File: src/rtl/lr_pkg.sv
package lr_pkg;

   typedef enum logic [1:0] {
      LR_CLEAR      = 2'b00,
      LR_STEP_RIGHT = 2'b01,
      LR_STEP_LEFT  = 2'b10,
      LR_FREEZE     = 2'b11
   } lr_mode_e;

   typedef struct packed {
      logic clear;
      logic advance;
      logic retreat;
   } lr_ctrl_t;

endpackage

File: src/rtl/lr_mode_decode.sv
module lr_mode_decode
   import lr_pkg::*;
(
   input  logic [1:0] sel,
   output lr_ctrl_t   ctrl
);

   lr_mode_e mode;

   always_comb begin
      mode = lr_mode_e'(sel);
      ctrl = '0;
      case (mode)
         LR_CLEAR:      ctrl.clear   = 1'b1;
         LR_STEP_RIGHT: ctrl.advance = 1'b1;
         LR_STEP_LEFT:  ctrl.retreat = 1'b1;
         default:       ctrl = '0;
      endcase
   end

endmodule

File: src/rtl/lr_position_reg.sv
module lr_position_reg
   import lr_pkg::*;
#(
   parameter int LIGHTS = 4,
   parameter int POS_W  = (LIGHTS > 1) ? $clog2(LIGHTS) : 1
) (
   input  logic             clk,
   input  lr_ctrl_t         ctrl,
   output logic [POS_W-1:0] pos
);

   localparam logic [POS_W-1:0] LAST_POS = POS_W'(LIGHTS - 1);
   localparam bit               IS_POW2  = ((LIGHTS & (LIGHTS - 1)) == 0);

   logic [POS_W-1:0] pos_q;
   logic [POS_W-1:0] pos_up;
   logic [POS_W-1:0] pos_down;
   logic [POS_W-1:0] pos_d;

   generate
      if (IS_POW2) begin : g_natural_wrap
         always_comb begin
            pos_up   = pos_q + POS_W'(1);
            pos_down = pos_q - POS_W'(1);
         end
      end else begin : g_compare_wrap
         always_comb begin
            pos_up   = (pos_q == LAST_POS) ? '0 : pos_q + POS_W'(1);
            pos_down = (pos_q == '0) ? LAST_POS : pos_q - POS_W'(1);
         end
      end
   endgenerate

   always_comb begin
      pos_d = pos_q;
      if (ctrl.clear)
         pos_d = '0;
      else if (ctrl.advance)
         pos_d = pos_up;
      else if (ctrl.retreat)
         pos_d = pos_down;
   end

   always_ff @(posedge clk) begin
      pos_q <= pos_d;
   end

   assign pos = pos_q;

endmodule

File: src/rtl/lr_onehot_decode.sv
module lr_onehot_decode #(
   parameter int LIGHTS = 4,
   parameter int POS_W  = (LIGHTS > 1) ? $clog2(LIGHTS) : 1
) (
   input  logic [POS_W-1:0]  pos,
   output logic [LIGHTS-1:0] lamps
);

   generate
      for (genvar i = 0; i < LIGHTS; i++) begin : g_lamp
         localparam logic [POS_W-1:0] MATCH = POS_W'(LIGHTS - 1 - i);
         assign lamps[i] = (pos == MATCH);
      end
   endgenerate

endmodule

File: src/rtl/light_rotator.sv
module light_rotator
   import lr_pkg::*;
#(
   parameter int LIGHTS = 4
) (
   input  logic              clk,
   input  logic [1:0]        sel,
   output logic [LIGHTS-1:0] lamps
);

   localparam int POS_W = (LIGHTS > 1) ? $clog2(LIGHTS) : 1;

   generate
      if (LIGHTS < 2) begin : g_bad_lights
         $error("light_rotator: LIGHTS must be at least 2");
      end
      if (LIGHTS > 1024) begin : g_big_lights
         $error("light_rotator: LIGHTS above 1024 is not supported");
      end
   endgenerate

   lr_ctrl_t         ctrl;
   logic [POS_W-1:0] pos;

   lr_mode_decode u_mode (
      .sel  (sel),
      .ctrl (ctrl)
   );

   lr_position_reg #(
      .LIGHTS (LIGHTS),
      .POS_W  (POS_W)
   ) u_pos (
      .clk  (clk),
      .ctrl (ctrl),
      .pos  (pos)
   );

   lr_onehot_decode #(
      .LIGHTS (LIGHTS),
      .POS_W  (POS_W)
   ) u_dec (
      .pos   (pos),
      .lamps (lamps)
   );

endmodule

File: config.mk
export PLATFORM = sky130hd
export DESIGN_NAME = light_rotator
export DESIGN_NICKNAME = d
export VERILOG_FILES = /design/src/rtl/lr_pkg.sv /design/src/rtl/lr_mode_decode.sv /design/src/rtl/lr_position_reg.sv /design/src/rtl/lr_onehot_decode.sv /design/src/rtl/light_rotator.sv
export SDC_FILE = /design/constraint.sdc
export NUM_CORES = 1
export LEC_CHECK = 0
export CORE_AREA = 3 3 40 42
export CTS_CLUSTER_SIZE = 14
export DETAILED_ROUTE_END_ITERATION = 8
export DIE_AREA = 0 0 43 45
export GPL_TIMING_DRIVEN = 0
export PLACE_DENSITY = 0.33
export SKIP_LAST_GASP = 1
export SYNTH_ARGS = -nofsm -noshare
export SYNTH_HDL_FRONTEND = slang
export SYNTH_SLANG_ARGS = --single-unit
File: constraint.sdc
create_clock -name clk -period 1.6 [get_ports clk]
set_clock_uncertainty 0.15 [all_clocks]
set_input_delay 0.24 -clock clk [delete_from_list [all_inputs] [get_ports clk]]
set_output_delay 0.24 -clock clk [all_outputs]
set_load 0.05 [all_outputs]
# [Word-level counts from Yosys, hierarchy flattened]
# Cells that the tools add are included.
[totals] out_inout_bits=4 wordCells=16 reg_bits=2
[classes] muxes=5 addsub=2 eq_ne=5 reduce_logical=3
[ops] operator="$eq 2x2->1 const B" count=3
[ops] operator="$eq 2x1->1 const B" count=2
[ops] operator="$logic_not 2->1" count=2
[ops] operator="$mux 2" count=2
[ops] operator="$mux 1" count=3
[ops] operator="$add 2x1->2 const B" count=1
[ops] operator="$reduce_bool 2->1" count=1
[ops] operator="$sub 2x1->2 const B" count=1

# [Depth between registers and ports, before layout]
# Gate-level depths: netlist of run 1.
[depth] depth_word=4 depth_mapped=4 mapped_depth_nobuf=4

# [By module]
# From an unflattened synthesis of run 1, not the netlist that was laid out.
[hier_totals] cells_unflattened=17 hier_area_um2=135.1
[by_module_without_submodules] module="lr_position_reg" cells_per_inst=10 area_per_inst_um2=90.1 instances=1 seq_area_each_um2=40.0
[by_module_without_submodules] module="lr_onehot_decode" cells_per_inst=4 area_per_inst_um2=26.3 instances=1 seq_area_each_um2=0.0
[by_module_without_submodules] module="lr_mode_decode" cells_per_inst=3 area_per_inst_um2=18.8 instances=1 seq_area_each_um2=0.0

# [Least setup slack after synthesis of run 1]
# No wires, ideal clock.
[synth_timing] path_type="register to output" startpoint="register u_pos.pos_q[0], in the netlist u_pos.pos[0]" endpoint="output port lamps[1]" arrival_time_ps=848 path_buffers=0 path_stages_with_launch=3 setup_slack_ps=362 cell_sequence="dfxtp_1 -> inv_1 -> ha_1"
[synth_via] elab_chain_cells=1
[synth_lines] item="start, declared" line="lr_position_reg.sv:15" source="logic [POS_W-1:0] pos_q;"
[synth_lines] item="start signal, assigned" line="lr_position_reg.sv:45" source="pos_q <= pos_d;"
[synth_lines] item="$eq 2x2->1" line="lr_onehot_decode.sv:12" source="assign lamps[i] = (pos == MATCH);"
[synth_lines] item="end, declared" line="light_rotator.sv:8" source="output logic [LIGHTS-1:0] lamps"
# No other way between the ends.

# [Worst setup path after layout of run 1]
[layout_timing] startpoint="register u_pos.pos_q[0], in the netlist u_pos.pos[0]" endpoint="output port lamps[3]"
[layout_via] elab_chain_cells=1
[layout_lines] item="$logic_not 2->1" line="lr_onehot_decode.sv:12"
# No other way between the ends.

==> results of run 1 <==
-- metal layers --
layer,part of all wire,vias to the layer above,wire [µm]
li1,-,74,-
met2,0.39,6,121
met1,0.52,55,163
met4,0,0,0
met5,0,-,0
met3,0.086,0,27
-- repair_timing --
action / 4_1_cts / 5_1_grt
setup endpoints to repair: 4 / 3
pin swaps: 0 / 0
resized for setup: 14 / 6
cloned: 0 / 0
-- cell usage after synthesis, drive strengths merged --
cell type,instances
ha,6
inv,4
o22ai,1
xor2,1
xnor2,1
or2b,2
dfxtp,2
nor2,1
-- cell type report --
cell class / count / area [µm²]
clock buffers: 3 / 22.52
fillers: 149 / 1031
inverters: 4 / 15.01
multi-input cells: 12 / 117.6
flip-flops and latches: 2 / 40.04
well taps: 15 / 18.77
repair buffers: 6 / 40.04
-- metrics by stage --
| stage | utilization | cells |
|---|---|---|
| 2_1_floorplan | - | 18 |
| 3_3_place_gp | 0.1957 | 39 |
| 3_5_place_dp | 0.1957 | 39 |
| 4_1_cts | 0.2123 | 42 |
| 5_1_grt | 0.1977 | 42 |
| 6_report | 0.1977 | 42 |
-- logic make-up after synthesis --
| group | Yosys count | share of synthesized area |
|---|---|---|
| XOR/XNOR | 2 | 0.1015 |
| buffers and inverters | 4 | 0.08693 |
| AO/OA/AOI/OAI | 1 | 0.03626 |
| AND/OR/NAND/NOR | 3 | 0.1086 |
| flip-flops | 2 | 0.2319 |
| adder cells (fa/ha/maj) | 6 | 0.4348 |
-- power by group through the flow --
stage,Combinational [mW],Sequential [mW],Clock [mW]
5_1_grt,0.333,0.104,0.125
2_1_floorplan,0.270,0.0913,0
6_report,0.299,0.0983,0.110
3_3_place_gp,0.342,0.0983,0
3_5_place_dp,0.344,0.100,0
4_1_cts,0.326,0.0994,0.117
-- worst reg2reg max path, cell delays in order, from the launching register on --
cell,delay [ns]
dfxtp_1,0.39
inv_1,0.08
ha_1,0.30
xor2_1,0.16
o22ai_1,0.10
-- final timing paths --
path         slack (ns)                   endpoint  cells past startpoint
max                0.11                   lamps[3]                      3
max reg2reg        0.29  u_pos.pos[1]$_SDFFE_PN0P_                      4
min                0.43  u_pos.pos[0]$_SDFFE_PN0P_                      2
min reg2reg        0.43  u_pos.pos[0]$_SDFFE_PN0P_                      2
==> key figures, run 1 <==
Run status
  – Status: finished, final reports clean

STA
  – Max-slew headroom: 0.8331
  – Final period utilization: 0.9311
  – Worst Tran Pin Value: 0.2521 ns
  – Final setup viols: 0
  – Final Hold Vio Count: 0
  – Max-slew violation count: 0
  – RSZ-0062 raised after global routing: false
  – Hold Slack: 0.4308 ns
  – Final WS setup: 0.1102 ns
  – Clock period minus worst slack: 1.490 ns
  – FMAX: 671.2 MHz
  – Total negative slack: 0 ns

Synthesis
  – Synth Net Count: 27
  – Post-synthesis sequential area ratio: 0.2319
  – Distinct cells, synth: 8
  – Number of synthesized register bits: 2
  – Synth Cell Area: 172.7 µm²
  – Synth Warn #: 0
  – Top post-synthesis cells by area: ha_1, dfxtp_1, inv_1
  – Yosys top cell area share: 0.4348
  – Synthesized area per cell: 9.593 µm²
  – Leading area contributor after synthesis: ha_1
  – Mapped Cells: 18

GRT
  – Vias in the first global route: 148
  – Busiest grt layer: met2
  – Met2 usage: 0.05689
  – Total Routing Usage GR: 0.04481
  – Pin count of the biggest net entering global routing: 5
  – First-pass GRT wire length: 593 µm
  – Met3 usage: 0.03586
  – Met1 Usage GRT: 0.04773
  – Gr ovfl total: 0
  – Initial antenna violation count: 0

Clocking
  – Cts hold-fix bufs: 0
  – CTS Buf Count: 3
  – Clk Tree Root Cell: clkbuf_4
  – H-tree levels: 1
  – CTS tree: built
  – CTS sink cnt: 2
  – CTS Buffer Depth: 2
  – Post-CTS Setup Inserts: 0
  – Clk slew on worst S/H paths: ~0.030 ns
  – Clk Latency, worst-skew pair: 0.22 ns

Floorplan
  – Die H: between 40 and 50 µm
  – Initial Utilization: 0.1344
  – Core Area: 0.001285 mm²
  – DIE AREA: approximately 0.0019 mm²
  – Placement Rows: 13
  – Die Wd: roughly 43 µm
  – IO Count: 7

Worst setup path
  – CP max stage cell: dfxtp_1
  – CP cell instances: inv_1, ha_1, buf_2
  – Crit path capture type: output pin
  – Critical path required time: 1.21 ns
  – Buffers & Inverters on Critical Path: 2
  – Worst Setup SP: u_pos.pos[0]$_SDFFE_PN0P_
  – Critical Path Fanout Max: 4
  – CP peak stage delay: 0.39 ns
  – Kind of cell adding the most delay to the critical path: flip-flops
  – CP arrival: 1.10 ns
  – Reg-to-reg startpoint: u_pos.pos[0]$_SDFFE_PN0P_
  – Worst setup SP type: flip-flop
  – Setup CP Type: reg -> out

Pwr
  – Switching Share: 0.5270
  – Pwr Density: 2001 mW/mm²
  – Part of the power in combinational logic: 0.589
  – Register share of total power: 0.194
  – Total Power: just over 500 µW
  – NetSw: 267.8 µW
  – Int Pwr: 240.3 µW
  – Pleak: 0.1399 nW
  – Max rail drop VDD: 351.4 µV
  – Clock power share: 0.217

Routing
  – Post-route ant nets: 0
  – Residual DRC: 0
  – First-iteration detailed-routing DRC count: 2
  – DR vias: 135
  – Final wirelength: 313 µm
  – TritonRoute pass-1 iters: 3
  – Via-to-Cell Ratio: 3.214
  – Per-cell routed wire length: 7.452 µm

Placed design
  – RePlAce Congestion: around 0.56
  – Pre-CTS setup slack: -0.1553 ns
  – PortBufs: 6
  – Area after DPL: 251.5 µm²
  – Post-DP HPWL: approximately 240 µm

Layout
  – Most frequent cells in the layout: ha_1, inv_1, buf_2
  – Finished Cell Area: 254.0 µm²
  – Share of layout cells above drive strength 1: 0.2593
  – Most common cell after layout, fill and taps aside: ha_1
  – Area Growth Syn to Fin: 47.10%
  – Antenna cell count: 0
  – Fin nets: 38
  – Max reg flops: 2

Worst hold path
  – HP Start: u_pos.pos[0]$_SDFFE_PN0P_
  – Worst Hold Class: reg -> reg

Job
  – Max cap viols: 0
(Power assumes the default switching activity.)
==> run 2: changes to the inputs <==
--- a/config.mk
+++ b/config.mk
@@ -6,6 +6,7 @@
 export NUM_CORES = 1
 export LEC_CHECK = 0
 export CORE_AREA = 3 3 40 42
+export CTS_CLUSTER_DIAMETER = 60
 export CTS_CLUSTER_SIZE = 14
 export DETAILED_ROUTE_END_ITERATION = 8
 export DIE_AREA = 0 0 43 45
==> results of run 2 <==
No change in the layout: final DEF, timing and power equal those of run 1.
==> run 3: changes to the inputs <==
--- a/config.mk
+++ b/config.mk
@@ -5,14 +5,14 @@
 export SDC_FILE = /design/constraint.sdc
 export NUM_CORES = 1
 export LEC_CHECK = 0
-export CORE_AREA = 3 3 40 42
+export CORE_AREA = 2 2 39 41
 export CTS_CLUSTER_DIAMETER = 60
 export CTS_CLUSTER_SIZE = 14
 export DETAILED_ROUTE_END_ITERATION = 8
-export DIE_AREA = 0 0 43 45
+export DIE_AREA = 0 0 41 43
 export GPL_TIMING_DRIVEN = 0
 export PLACE_DENSITY = 0.33
-export SKIP_LAST_GASP = 1
+export SLEW_MARGIN = 20
 export SYNTH_ARGS = -nofsm -noshare
 export SYNTH_HDL_FRONTEND = slang
 export SYNTH_SLANG_ARGS = --single-unit
==> key figures, run 3 (synthesized netlist as in run 1, its figures left out) <==
Floorplan
  – Initial Utilization: 0.1248
  – Core Area: ~0.0014 mm²
  – Die H: 43 µm
  – Die Wd: 41 µm
  – DIE AREA: 0.001763 mm²
  – IO Count: 7
  – Placement Rows: 14

STA
  – RSZ-0062 raised after global routing: false
  – Clock period minus worst slack: between 1.5 and 2 ns
  – Max-slew violation count: 0
  – Total negative slack: 0 ns
  – Max-slew headroom: 0.8158
  – Final Hold Vio Count: 0
  – Final period utilization: 0.9512
  – FMAX: 657.0 MHz
  – Final setup viols: 0
  – Worst Tran Pin Value: approximately 0.28 ns

Layout
  – Final core utilization: 0.1890
  – Finished Cell Area: 261.5 µm²
  – Share of layout cells above drive strength 1: 0.2593
  – Most frequent cells in the layout: ha_1, inv_1, clkbuf_4, buf_2
  – Area Growth Syn to Fin: 51.45%
  – Antenna cell count: 0
  – Non-Filler Instances: 43
  – Max reg flops: 2
  – Fin nets: 38
  – Most common cell after layout, fill and taps aside: ha_1

GRT
  – Vias in the first global route: 128
  – First-pass GRT wire length: 469 µm
  – Pin count of the biggest net entering global routing: 5
  – Gr ovfl total: 0
  – Total Routing Usage GR: 0.04505
  – Initial antenna violation count: 0

Worst hold path
  – Worst Hold Class: reg -> reg
  – HP Start: u_pos.pos[0]$_SDFFE_PN0P_

Clocking
  – CTS tree: built
  – CTS Buf Count: 3
  – Clk slew on worst S/H paths: about 0.03 ns
  – CTS sink cnt: 2
  – CTS Buffer Depth: 2
  – Clk Latency, worst-skew pair: 0.22 ns
  – Clk Tree Root Cell: clkbuf_4
  – Post-CTS Setup Inserts: 0
  – H-tree levels: 1

Worst setup path
  – Worst setup SP type: flip-flop
  – Worst Setup SP: u_pos.pos[0]$_SDFFE_PN0P_
  – R2R Path End: u_pos.pos[1]$_SDFFE_PN0P_
  – Critical Path Fanout Max: 4
  – Reg2Reg Depth: 4
  – Critical path required time: 1.21 ns
  – CP arrival: 1.13 ns
  – Reg2Reg Setup Slack: between 0.2 and 0.3 ns
  – CP endpoint: lamps[0]
  – Crit path capture type: output pin
  – Setup CP Type: reg -> out
  – Reg-to-reg startpoint: u_pos.pos[0]$_SDFFE_PN0P_

Pwr
  – Pleak: 0.1386 nW
  – Int Pwr: 243.9 µW
  – Clock power share: 0.212
  – NetSw: 263.8 µW
  – Total Power: 507.7 µW
  – Switching Share: 0.5195
  – Pwr Density: just under 2000 mW/mm²
  – Max rail drop VDD: 460.6 µV
  – Part of the power in combinational logic: 0.598
  – Register share of total power: 0.190

Placed design
  – RePlAce Congestion: roughly 0.64
  – Area after DPL: 252.7 µm²
  – Cells after DPL: 40
  – PortBufs: 6

Routing
  – Via-to-Cell Ratio: 3.209
  – TritonRoute pass-1 iters: 1
  – Residual DRC: 0
  – Post-route ant nets: 0
  – DR vias: approximately 140
  – First-iteration detailed-routing DRC count: 0
  – Per-cell routed wire length: 6.651 µm
  – Final wirelength: 286 µm

Job
  – Max cap viols: 0

Run status
  – Status: finished, final reports clean
[run 3: worst max-delay path, cell delays in order (launching register included)]
cell and delay, ns:
dfxtp_1 0.39, ha_1 0.16, clkdlybuf4s15_2 0.36
[run 3: layer usage]
metal / vias to the layer above / global-route usage / wire length (µm)
met5: - / 0 / 0
met1: 58 / 0.04459 / 131
met3: 0 / 0.03141 / 34
li1: 73 / - / -
met2: 7 / 0.05000 / 120
met4: 0 / 0.06000 / 0
[run 3: layout make-up]
cell class                 count  area, µm²
clock buffer                   3      22.52
multi-input combinational     12      117.6
fill                         159       1122
inverter                       4      15.01
timing repair buffer           6      46.29
sequential                     2      40.04
tap                           16      20.02
[run 3: how the worst min path moves through the flow]
stage	cells past startpoint	endpoint	slack, ns
after floorplan	3	u_pos.pos[0]$_SDFFE_PN0P_	0.38
after global placement	2	u_pos.pos[0]$_SDFFE_PN0P_	0.43
after detailed placement	2	u_pos.pos[0]$_SDFFE_PN0P_	0.44
after CTS	2	u_pos.pos[0]$_SDFFE_PN0P_	0.45
after global routing	2	u_pos.pos[0]$_SDFFE_PN0P_	0.48
final	2	u_pos.pos[0]$_SDFFE_PN0P_	0.43
[run 3: what timing repair did]
action | in CTS | in global routing
pin swaps | 0 | 0
hold buffers | 0 | 0
cloned | 0 | 0
resized for setup | 14 | 4
setup endpoints to repair | 4 | 2
[run 3: power by group through the flow]
| stage | Clock, mW | Sequential (mW) | Combinational [mW] |
|---|---|---|---|
| final | 0.108 | 0.0965 | 0.304 |
| after global routing | 0.116 | 0.102 | 0.329 |
| after detailed placement | 0 | 0.0984 | 0.346 |
| after global placement | 0 | 0.0982 | 0.340 |
| after CTS | 0.115 | 0.0977 | 0.325 |
| after floorplan | 0 | 0.0913 | 0.270 |
[run 3: stage by stage]
step / worst slack [ns] / hold WS [ns]
after global routing: 0.03271 / 0.4756
after global placement: -0.1432 / 0.4263
final: 0.07803 / 0.4329
after CTS: -0.02579 / 0.4462
after floorplan: 0.3617 / 0.3809
after detailed placement: -0.1539 / 0.4356
